[config.mk]
export PLATFORM = sky130hd
export DESIGN_NAME = sr_gate_seq
export DESIGN_NICKNAME = d
export VERILOG_FILES = /design/src/rtl/sr_gate_seq_pkg.sv /design/src/rtl/sr_sync.sv /design/src/rtl/sr_en_filter.sv /design/src/rtl/sr_mask_timer.sv /design/src/rtl/sr_gate_seq.sv
export SDC_FILE = /design/constraint.sdc
export NUM_CORES = 1
export LEC_CHECK = 0
export BUFFER_PORTS_ARGS = -buffer_cell sky130_fd_sc_hd__buf_2
export CORE_MARGIN = 10
export CORE_UTILIZATION = 57
export CTS_CLUSTER_DIAMETER = 80
export DETAILED_ROUTE_END_ITERATION = 8
export PLACE_DENSITY_LB_ADDON = 0.12
export SYNTH_ARGS = -nofsm -noshare
export SYNTH_HDL_FRONTEND = slang
export SYNTH_SLANG_ARGS = --single-unit
[constraint.sdc]
create_clock -name clk -period 3.7 [get_ports clk]
set_clock_uncertainty 0.05 [all_clocks]
set_input_delay 0.37 -clock clk [delete_from_list [all_inputs] [get_ports clk]]
set_output_delay 0.37 -clock clk [all_outputs]
set_load 0.005 [all_outputs]
[src/rtl/sr_gate_seq_pkg.sv]
package sr_gate_seq_pkg;
  typedef enum logic [2:0] {
    ST_LOCKOUT = 3'd0,
    ST_SLEEP   = 3'd1,
    ST_ARMED   = 3'd2,
    ST_ON_MASK = 3'd3,
    ST_ON      = 3'd4,
    ST_BLANK   = 3'd5
  } sr_state_e;
endpackage

[src/rtl/sr_sync.sv]
module sr_sync #(
  parameter int W      = 1,
  parameter int STAGES = 2
) (
  input  logic         clk,
  input  logic         rst,
  input  logic [W-1:0] d,
  output logic [W-1:0] q
);
  logic [W-1:0] pipe [STAGES];

  always_ff @(posedge clk) begin
    if (rst) begin
      for (int i = 0; i < STAGES; i++) pipe[i] <= '0;
    end else begin
      pipe[0] <= d;
      for (int i = 1; i < STAGES; i++) pipe[i] <= pipe[i-1];
    end
  end

  assign q = pipe[STAGES-1];
endmodule

[src/rtl/sr_en_filter.sv]
module sr_en_filter #(
  parameter int RISE_CYC = 2000,
  parameter int FALL_CYC = 1000
) (
  input  logic clk,
  input  logic rst,
  input  logic raw,
  output logic filt
);
  localparam int MAXC = (RISE_CYC > FALL_CYC) ? RISE_CYC : FALL_CYC;
  localparam int FW   = $clog2(MAXC + 1);

  logic [FW-1:0] cnt;
  logic [FW-1:0] lim;

  // the filtered level flips once the opposite level has been seen lim+1 cycles in a row
  assign lim = filt ? FW'(FALL_CYC - 1) : FW'(RISE_CYC - 1);

  always_ff @(posedge clk) begin
    if (rst) begin
      filt <= 1'b0;
      cnt  <= '0;
    end else if (raw == filt) begin
      cnt <= '0;
    end else if (cnt == lim) begin
      filt <= raw;
      cnt  <= '0;
    end else begin
      cnt <= cnt + 1'b1;
    end
  end
endmodule

[src/rtl/sr_mask_timer.sv]
module sr_mask_timer #(
  parameter int CW = 12
) (
  input  logic          clk,
  input  logic          rst,
  input  logic          load,
  input  logic [CW-1:0] len,
  output logic          last
);
  logic [CW-1:0] cnt;

  always_ff @(posedge clk) begin
    if (rst) begin
      cnt <= '0;
    end else if (load) begin
      cnt <= len;
    end else if (cnt != '0) begin
      cnt <= cnt - 1'b1;
    end
  end

  // high during the final cycle of the loaded window
  assign last = (cnt == CW'(1));
endmodule

[src/rtl/sr_gate_seq.sv]
module sr_gate_seq
  import sr_gate_seq_pkg::*;
#(
  parameter int CW          = 12,
  parameter int EN_RISE_CYC = 2000,
  parameter int EN_FALL_CYC = 1000,
  parameter int SYNC_STAGES = 2
) (
  input  logic          clk,
  input  logic          rst,
  input  logic          supply_ok,
  input  logic          enable,
  input  logic          on_flag,
  input  logic          off_flag,
  input  logic          pos_flag,
  input  logic [CW-1:0] mot_cycles,
  input  logic [CW-1:0] blank_cycles,
  output logic          gate,
  output logic [2:0]    state_o
);
  localparam int NSYNC = 5;

  logic [NSYNC-1:0] raw_in, sync_out;
  logic on_s, off_s, pos_s, sup_s, en_s, en_filt;
  logic mot_last, blk_last, load_mot, load_blk;
  sr_state_e st, nxt;

  assign raw_in = {enable, supply_ok, pos_flag, off_flag, on_flag};

  sr_sync #(.W(NSYNC), .STAGES(SYNC_STAGES)) u_sync (
    .clk(clk), .rst(rst), .d(raw_in), .q(sync_out)
  );

  assign on_s  = sync_out[0];
  assign off_s = sync_out[1];
  assign pos_s = sync_out[2];
  assign sup_s = sync_out[3];
  assign en_s  = sync_out[4];

  sr_en_filter #(.RISE_CYC(EN_RISE_CYC), .FALL_CYC(EN_FALL_CYC)) u_en_filt (
    .clk(clk), .rst(rst), .raw(en_s), .filt(en_filt)
  );

  sr_mask_timer #(.CW(CW)) u_mot (
    .clk(clk), .rst(rst), .load(load_mot), .len(mot_cycles), .last(mot_last)
  );

  sr_mask_timer #(.CW(CW)) u_blank (
    .clk(clk), .rst(rst), .load(load_blk), .len(blank_cycles), .last(blk_last)
  );

  always_comb begin
    nxt = st;
    if (!sup_s) begin
      nxt = ST_LOCKOUT;
    end else if (!en_filt) begin
      nxt = ST_SLEEP;
    end else begin
      unique case (st)
        ST_LOCKOUT, ST_SLEEP: nxt = ST_ARMED;
        ST_ARMED:   if (on_s) nxt = (mot_cycles == '0) ? ST_ON : ST_ON_MASK;
        ST_ON_MASK: if (mot_last) nxt = ST_ON;
        ST_ON:      if (off_s) nxt = (blank_cycles == '0) ? ST_ARMED : ST_BLANK;
        ST_BLANK:   if (pos_s || blk_last) nxt = ST_ARMED;
        default:    nxt = ST_LOCKOUT;
      endcase
    end
  end

  assign load_mot = (st == ST_ARMED) && (nxt == ST_ON_MASK);
  assign load_blk = (st == ST_ON) && (nxt == ST_BLANK);

  always_ff @(posedge clk) begin
    if (rst) begin
      st   <= ST_LOCKOUT;
      gate <= 1'b0;
    end else begin
      st   <= nxt;
      gate <= (nxt == ST_ON_MASK) || (nxt == ST_ON);
    end
  end

  assign state_o = st;
endmodule

* After elaboration in Yosys (flattened, before gate mapping)
Memory sizes are Yosys's and may differ from the RTL's.
Cells that the tools add are included.
** Storage, ports and cells
- Register bits :: 40
- Memory bits (writable) :: 10
- Input bits :: 31
- Output and inout port bits :: 4
- Word-level logic and storage cells :: 58
- Memories :: 1
** Memories
- u_sync.pipe :: depth 2, width 5, rd ports 2, clocked after Yosys merged registers in 0, write ports 2, RTL line sr_sync.sv:10 : logic [W-1:0] pipe [STAGES];
** Cells by class
- Add/sub/neg operators :: 3
- Equality and inequality tests :: 12
- Multiplexer cells :: 19
- Bitwise gates (word level) :: 3
- Reduce and logical (&&, ||, !) cells :: 14
** Operators with widths (count)
- $mux W12 :: 4
- $eq A12 B1 Y1 const B :: 2
- $logic_not A12 Y1 :: 2
- $mux W3 :: 8
- $reduce_bool A12 Y1 :: 2
- $sub A12 B1 Y12 const B :: 2
- $pmux W3 S5 :: 1
- $eq A3 B3 Y1 const B :: 4
- $add A11 B1 Y11 const B :: 1
- $eq A11 B11 Y1 :: 1
- $mux W11 :: 1
- $mux W5 :: 2
- $eq A3 B2 Y1 const B :: 3
- $reduce_bool A2 Y1 :: 2
- $eq A3 B1 Y1 const B :: 1
- $logic_not A3 Y1 :: 1
- $mux W1 :: 3
- $reduce_or A3 Y1 :: 1
- $logic_and A1 B1 Y1 :: 2
- $logic_or A1 B1 Y1 :: 2
- $or A1 B1 Y1 :: 2
- $reduce_and A2 Y1 :: 1
- $reduce_or A2 Y1 :: 1
- $eq A1 B1 Y1 :: 1
- $not A1 Y1 :: 1

* Longest topological paths before layout
- Word-level depth :: 9
- Mapped depth :: 8
- Mapped depth without buffers :: 7

* Modules after synthesis
From an unflattened synthesis, not the netlist that was laid out.
** Second synthesis, totals
- Cells, all modules :: 292
- Area, all modules :: 2652.5 um^2
** Modules (own cells, without submodules)
- sr_mask_timer :: times used 2, cells an instance 83, area an instance 708.2 um^2, sequential area each 240.2 um^2
- sr_en_filter :: times used 1, cells an instance 58, area an instance 605.6 um^2, sequential area each 240.2 um^2
- sr_gate_seq :: times used 1, cells an instance 43, area an instance 330.3 um^2, sequential area each 80.1 um^2
- sr_sync :: times used 1, cells an instance 25, area an instance 300.3 um^2, sequential area each 200.2 um^2

* Worst setup path before layout
Ideal clock, no wire load.
- Path kind :: register to register
- Start :: reg u_mot.cnt[2]
- End :: reg u_blank.cnt[0]
- Library setup time :: 123 ps
- Data arrival time :: 2415 ps
- Data required time :: 3527 ps
- Slack :: 1112 ps
- Stages on the path, launching flop included :: 7
- Buffers on the path :: 1
- Clock period less this slack :: 2588 ps
- Cells stage by stage :: dfxtp_1 > or4_1 > buf_2 > or4_4 > a22o_1 > o311a_4 > mux2_1
** Between the ends
- Word-level cells in the longest chain between the ends :: 8
- Elaborated cells on any way between the ends :: 9
- Those cells by class :: eq/ne: 2; mux: 5; reduce/logical: 2
** Ends and longest elaborated chain
- start: declaration :: RTL line sr_mask_timer.sv:10 : logic [CW-1:0] cnt;
- start signal: assignment :: RTL line sr_mask_timer.sv:16 : cnt <= len;
- start signal: assignment :: RTL line sr_mask_timer.sv:18 : cnt <= cnt - 1'b1;
- $eq A12 B1 Y1 (*) :: RTL line sr_mask_timer.sv:23 : assign last = (cnt == CW'(1));
- $mux W3 (*) :: RTL line sr_gate_seq.sv:62 : ST_ON_MASK: if (mot_last) nxt = ST_ON;
- $pmux W3 S5 (*) :: RTL line sr_gate_seq.sv:59 : unique case (st)
- $mux W3 (*) :: RTL line sr_gate_seq.sv:56 : end else if (!en_filt) begin
- $mux W3 (*) :: RTL line sr_gate_seq.sv:54 : if (!sup_s) begin
- $eq A3 B3 Y1 (*) :: RTL line sr_gate_seq.sv:71 : assign load_blk = (st == ST_ON) && (nxt == ST_BLANK);
- $logic_and A1 B1 Y1 (*) :: RTL line sr_gate_seq.sv:71
- $mux W12 or $reduce_bool A2 Y1 (tied branches)
- end signal: assignment :: RTL line sr_mask_timer.sv:16
- end signal: assignment :: RTL line sr_mask_timer.sv:18
- end: declaration :: RTL line sr_mask_timer.sv:10
Mark *: on every way between the ends. The rest lies on a longest branch, timed or not.
A chain may end at the register's enable or synchronous reset.

* Worst setup path after layout
- Start :: reg u_mot.cnt[2]
- End :: reg u_mot.cnt[6]
** Between the ends
- Word-level cells in the longest chain between the ends :: 8
- Elaborated cells on any way between the ends :: 12
- Those cells by class :: add/sub: 1; eq/ne: 2; mux: 6; reduce/logical: 3
** Ends and longest elaborated chain
- $eq A12 B1 Y1 :: RTL line sr_mask_timer.sv:23
- $mux W3 :: RTL line sr_gate_seq.sv:62
- $pmux W3 S5 :: RTL line sr_gate_seq.sv:59
- $mux W3 :: RTL line sr_gate_seq.sv:56
- $mux W3 :: RTL line sr_gate_seq.sv:54
- $eq A3 B2 Y1 :: RTL line sr_gate_seq.sv:70 : assign load_mot = (st == ST_ARMED) && (nxt == ST_ON_MASK);
- $logic_and A1 B1 Y1 :: RTL line sr_gate_seq.sv:70
- $mux W12 or $reduce_bool A2 Y1 (tied branches)
Several ways; a longest one is shown, not always the timed one. The select of a mux whose other input is x is not followed.

==> metrics.cfg <==
[status]
outcome = complete, no violations

[finish]
design_area_sq_um = 2960
area_growth_pct = 11.8
fillCellCount = 380
layout.area.seq_sq_um = 1000
final_core_util_pct = 67.0
design.final.nets = 375
num_antenna_cells = 0
total_area_of_multi_input_combinational_cells_sq_um = 1560
drive_gt1_share_pct = 16.5

[detailed_routing]
route.vias.total = 2177
detail_route.first_pass.iterations = 4
initialDrtViolationCount = 95
drt-vias-per-instance = 5.57
drc_errors = 0
routed_wire_length_um = 5720
routed_wire_length_per_instance_um = 14.6
drt.antenna.violating_nets = 0

[timing]
slew_headroom_pct = 51.1
number_of_failing_setup_endpoints_in_the_final_timing_report = 0
worst-slew-pin-transition_ns = 0.733
finalMaxSlewViolations = 0
finalHoldViolations = 0
post_layout_min_period_ns = 2.86
rsz0062_at_grt = false
min_period_over_period_pct = 77.3
timing.setup.tns_ns = 0
max_clock_freq_mhz = 350

[clocking]
tritoncts_num_sinks = 50
cts_tree = built
post_cts_resize_count = 0
ctsLongestPathBuffers = 2
post-cts-setup-buffer-count = 0
clkTransAtPathRegs_ns = 0.09
hold_buffers = 0
cts_buffers = 5
clock_insertion_delay_worst_skew_ns = 0.31
clockRootBuffer = clkbuf_8
clock_tree.htree_level_count = 2

[grt]
grt_total_ovfl = 0
grt_use_total_pct = 14.9
global_route_wire_length_before_repair_um = 9470
antenna_found_initial = 0
grt_pass1_vias = 2128
grt_start_max_net_pins = 30

[yosys]
edff_count_synth = 0
netlist_top_cells_area = dfxtp_1, mux2i_1, nand2_1
async_reset_ff_share_pct = 0
synth.cell_area_sq_um = 2650
ffs_latches_synth = 50
synth.largest_area_cell = dfxtp_1
ys_dominant_reg_cell = dfxtp_1
synth_top_area_share_pct = 37.8
synth_cells = 304
syn_avg_cell_area_sq_um = 8.70
synthesis.yosys.warnings = 0
synth_unique_cells = 52
synthesis.nets = 341
synth-seq-area-share_pct = 37.8

[placed_design]
post_dp_cell_area_sq_um = 2860
place.detailed.hpwl_um = 4250
port-buffer-count = 34
finalWeightedCongestion = 0.895

[worst_hold_path]
worstHoldPathType = primary input to flop
worst_hold_path.endpoint = u_sync.pipe[0][1]
hold-path-cell-count = 2
hold_start = off_flag

[die]
start_util_pct = 59.9
ios = 35
floorplan.die.width_um = 88.1
core_region_area_sq_um = 4410
placement_rows = 24
die-area_sq_um = 7770
die-height_um = 88.1

[critical_path]
timing.rr.end = u_mot.cnt[6]
worst_r2r_path_depth = 6
regToRegStartpoint = u_mot.cnt[2]
critPathArrivalTime_ns = 3.02
cp.required_ns = 3.86
rrSetupSlack_ns = 0.84
cp_max_fo = 9
worstSetupStartpointType = flop
path_type_of_the_worst_setup_path = flop to flop
cp-end-kind = flop

[power_and_ir_drop]
power_density_nw_per_um2 = 626
vdd_ir_drop_max_uv = 290
leakage_uw = 0.00118

[run]
max_cap_violations = 0

[registers in the layout, indices dropped and copies added, names as in the netlist]
name	flops
u_blank.cnt	12
u_mot.cnt	12
u_en_filt.cnt	11
u_sync.pipe	10
state_o	3
gate	1
u_en_filt.filt	1
[logic make-up (layout without fill, tap and decap cells)]
logic type | count (synthesis) | count (layout) | share of synthesized area [%]
flops | 50 | 50 | 37.8
fa+ha+maj | 6 | 6 | 2.84
buf+inv | 19 | 54 | 3.07
simple gates | 152 | 152 | 29.8
xor+xnor | 28 | 28 | 9.27
compound gates | 24 | 24 | 7.47
mux | 25 | 25 | 9.74
[Yosys cell counts (3+ instances only)]
| library cell | number |
|---|---|
| mux2i_1 | 19 |
| dfxtp_1 | 50 |
| xnor2_1 | 16 |
| o21ai_0 | 3 |
| nor3_1 | 10 |
| nand2_1 | 44 |
| mux2_2 | 4 |
| and2_1 | 4 |
| clkbuf_1 | 7 |
| or4_1 | 3 |
| nand4_1 | 4 |
| nand3_1 | 10 |
| nor2b_1 | 21 |
| nor4_1 | 9 |
| o211ai_1 | 3 |
| nor2_1 | 28 |
| inv_1 | 8 |
| xor2_1 | 12 |
| ha_1 | 6 |
[routing by layer]
metal  GRT usage (%)  part of all wire, %  up-vias
li1                -                    -     1123
met1            19.6                   50      997
met2            23.2                   45       50
met3            3.53                  4.2        7
met4            4.99                  1.2        0
met5               0                    0        -
[cell type report]
| type | count | share of cell area (%) |
|---|---|---|
| clock buffer | 6 | 2.79 |
| clock inverter | 2 | 0.550 |
| inverter | 8 | 1.02 |
| multi-input combinational | 235 | 52.8 |
| sequential | 50 | 33.8 |
| tap | 52 | 2.20 |
| timing repair buffer | 38 | 6.77 |
[power by group]
| group | total (uW) | internal, uW | switching (uW) |
|---|---|---|---|
| clock network | 345 | 154 | 191 |
| registers | 741 | 644 | 96.7 |
| logic | 764 | 357 | 407 |
| total | 1850 | 1150 | 695 |
[metrics by stage]
stage / std cells / power [uW] / setup slack, ns / hold WS [ns]
floorplan: 304 / 1340 / 1.11 / 0.364
global placement: 383 / 1490 / 0.908 / 0.368
detailed placement: 383 / 1510 / 0.866 / 0.374
CTS: 391 / 1850 / 0.853 / 0.211
global route: 391 / 1980 / 0.712 / 0.220
finish: 391 / 1850 / 0.840 / 0.214
[how the worst max path moves through the flow]
stage | depth (start not counted) | endpoint | from | slack [ns]
5_1_grt | 6 | u_mot.cnt[6] | u_mot.cnt[2] | 0.71
3_3_place_gp | 5 | u_blank.cnt[0] | u_mot.cnt[2] | 0.91
6_report | 6 | u_mot.cnt[6] | u_mot.cnt[2] | 0.84
2_1_floorplan | 6 | u_blank.cnt[0] | u_mot.cnt[2] | 1.11
3_5_place_dp | 5 | u_blank.cnt[0] | u_mot.cnt[2] | 0.87
4_1_cts | 5 | u_blank.cnt[0] | u_mot.cnt[2] | 0.85
[worst max-delay path, cell delays in order (launching register included)]
cell and delay, ns:
dfxtp_1 0.35, or4_1 0.69, or4_4 0.56, a22oi_1 0.29, a21boi_1 0.28, buf_4 0.26
o41ai_2 0.29
[cells in the final DEF (no fill, tap or decap), types with 3 or more instances in the layout]
| cell | synthesis | layout |
|---|---|---|
| buf_2 | 2 | 34 |
| and2_1 | 4 | 4 |
| xor2_1 | 12 | 12 |
| or4_1 | 3 | 3 |
| nor2_1 | 28 | 28 |
| inv_1 | 8 | 8 |
| o21ai_0 | 3 | 3 |
| nand3_1 | 10 | 10 |
| nor4_1 | 9 | 9 |
| nand4_1 | 4 | 4 |
| dfxtp_1 | 50 | 50 |
| mux2i_1 | 19 | 19 |
| o211ai_1 | 3 | 3 |
| buf_4 | 0 | 4 |
| nor2b_1 | 21 | 21 |
| nor3_1 | 10 | 10 |
| mux2_2 | 4 | 4 |
| ha_1 | 6 | 6 |
| nand2_1 | 44 | 44 |
| clkbuf_8 | 0 | 6 |
| xnor2_1 | 16 | 16 |
No activity file was read; power rests on OpenSTA's default activity.
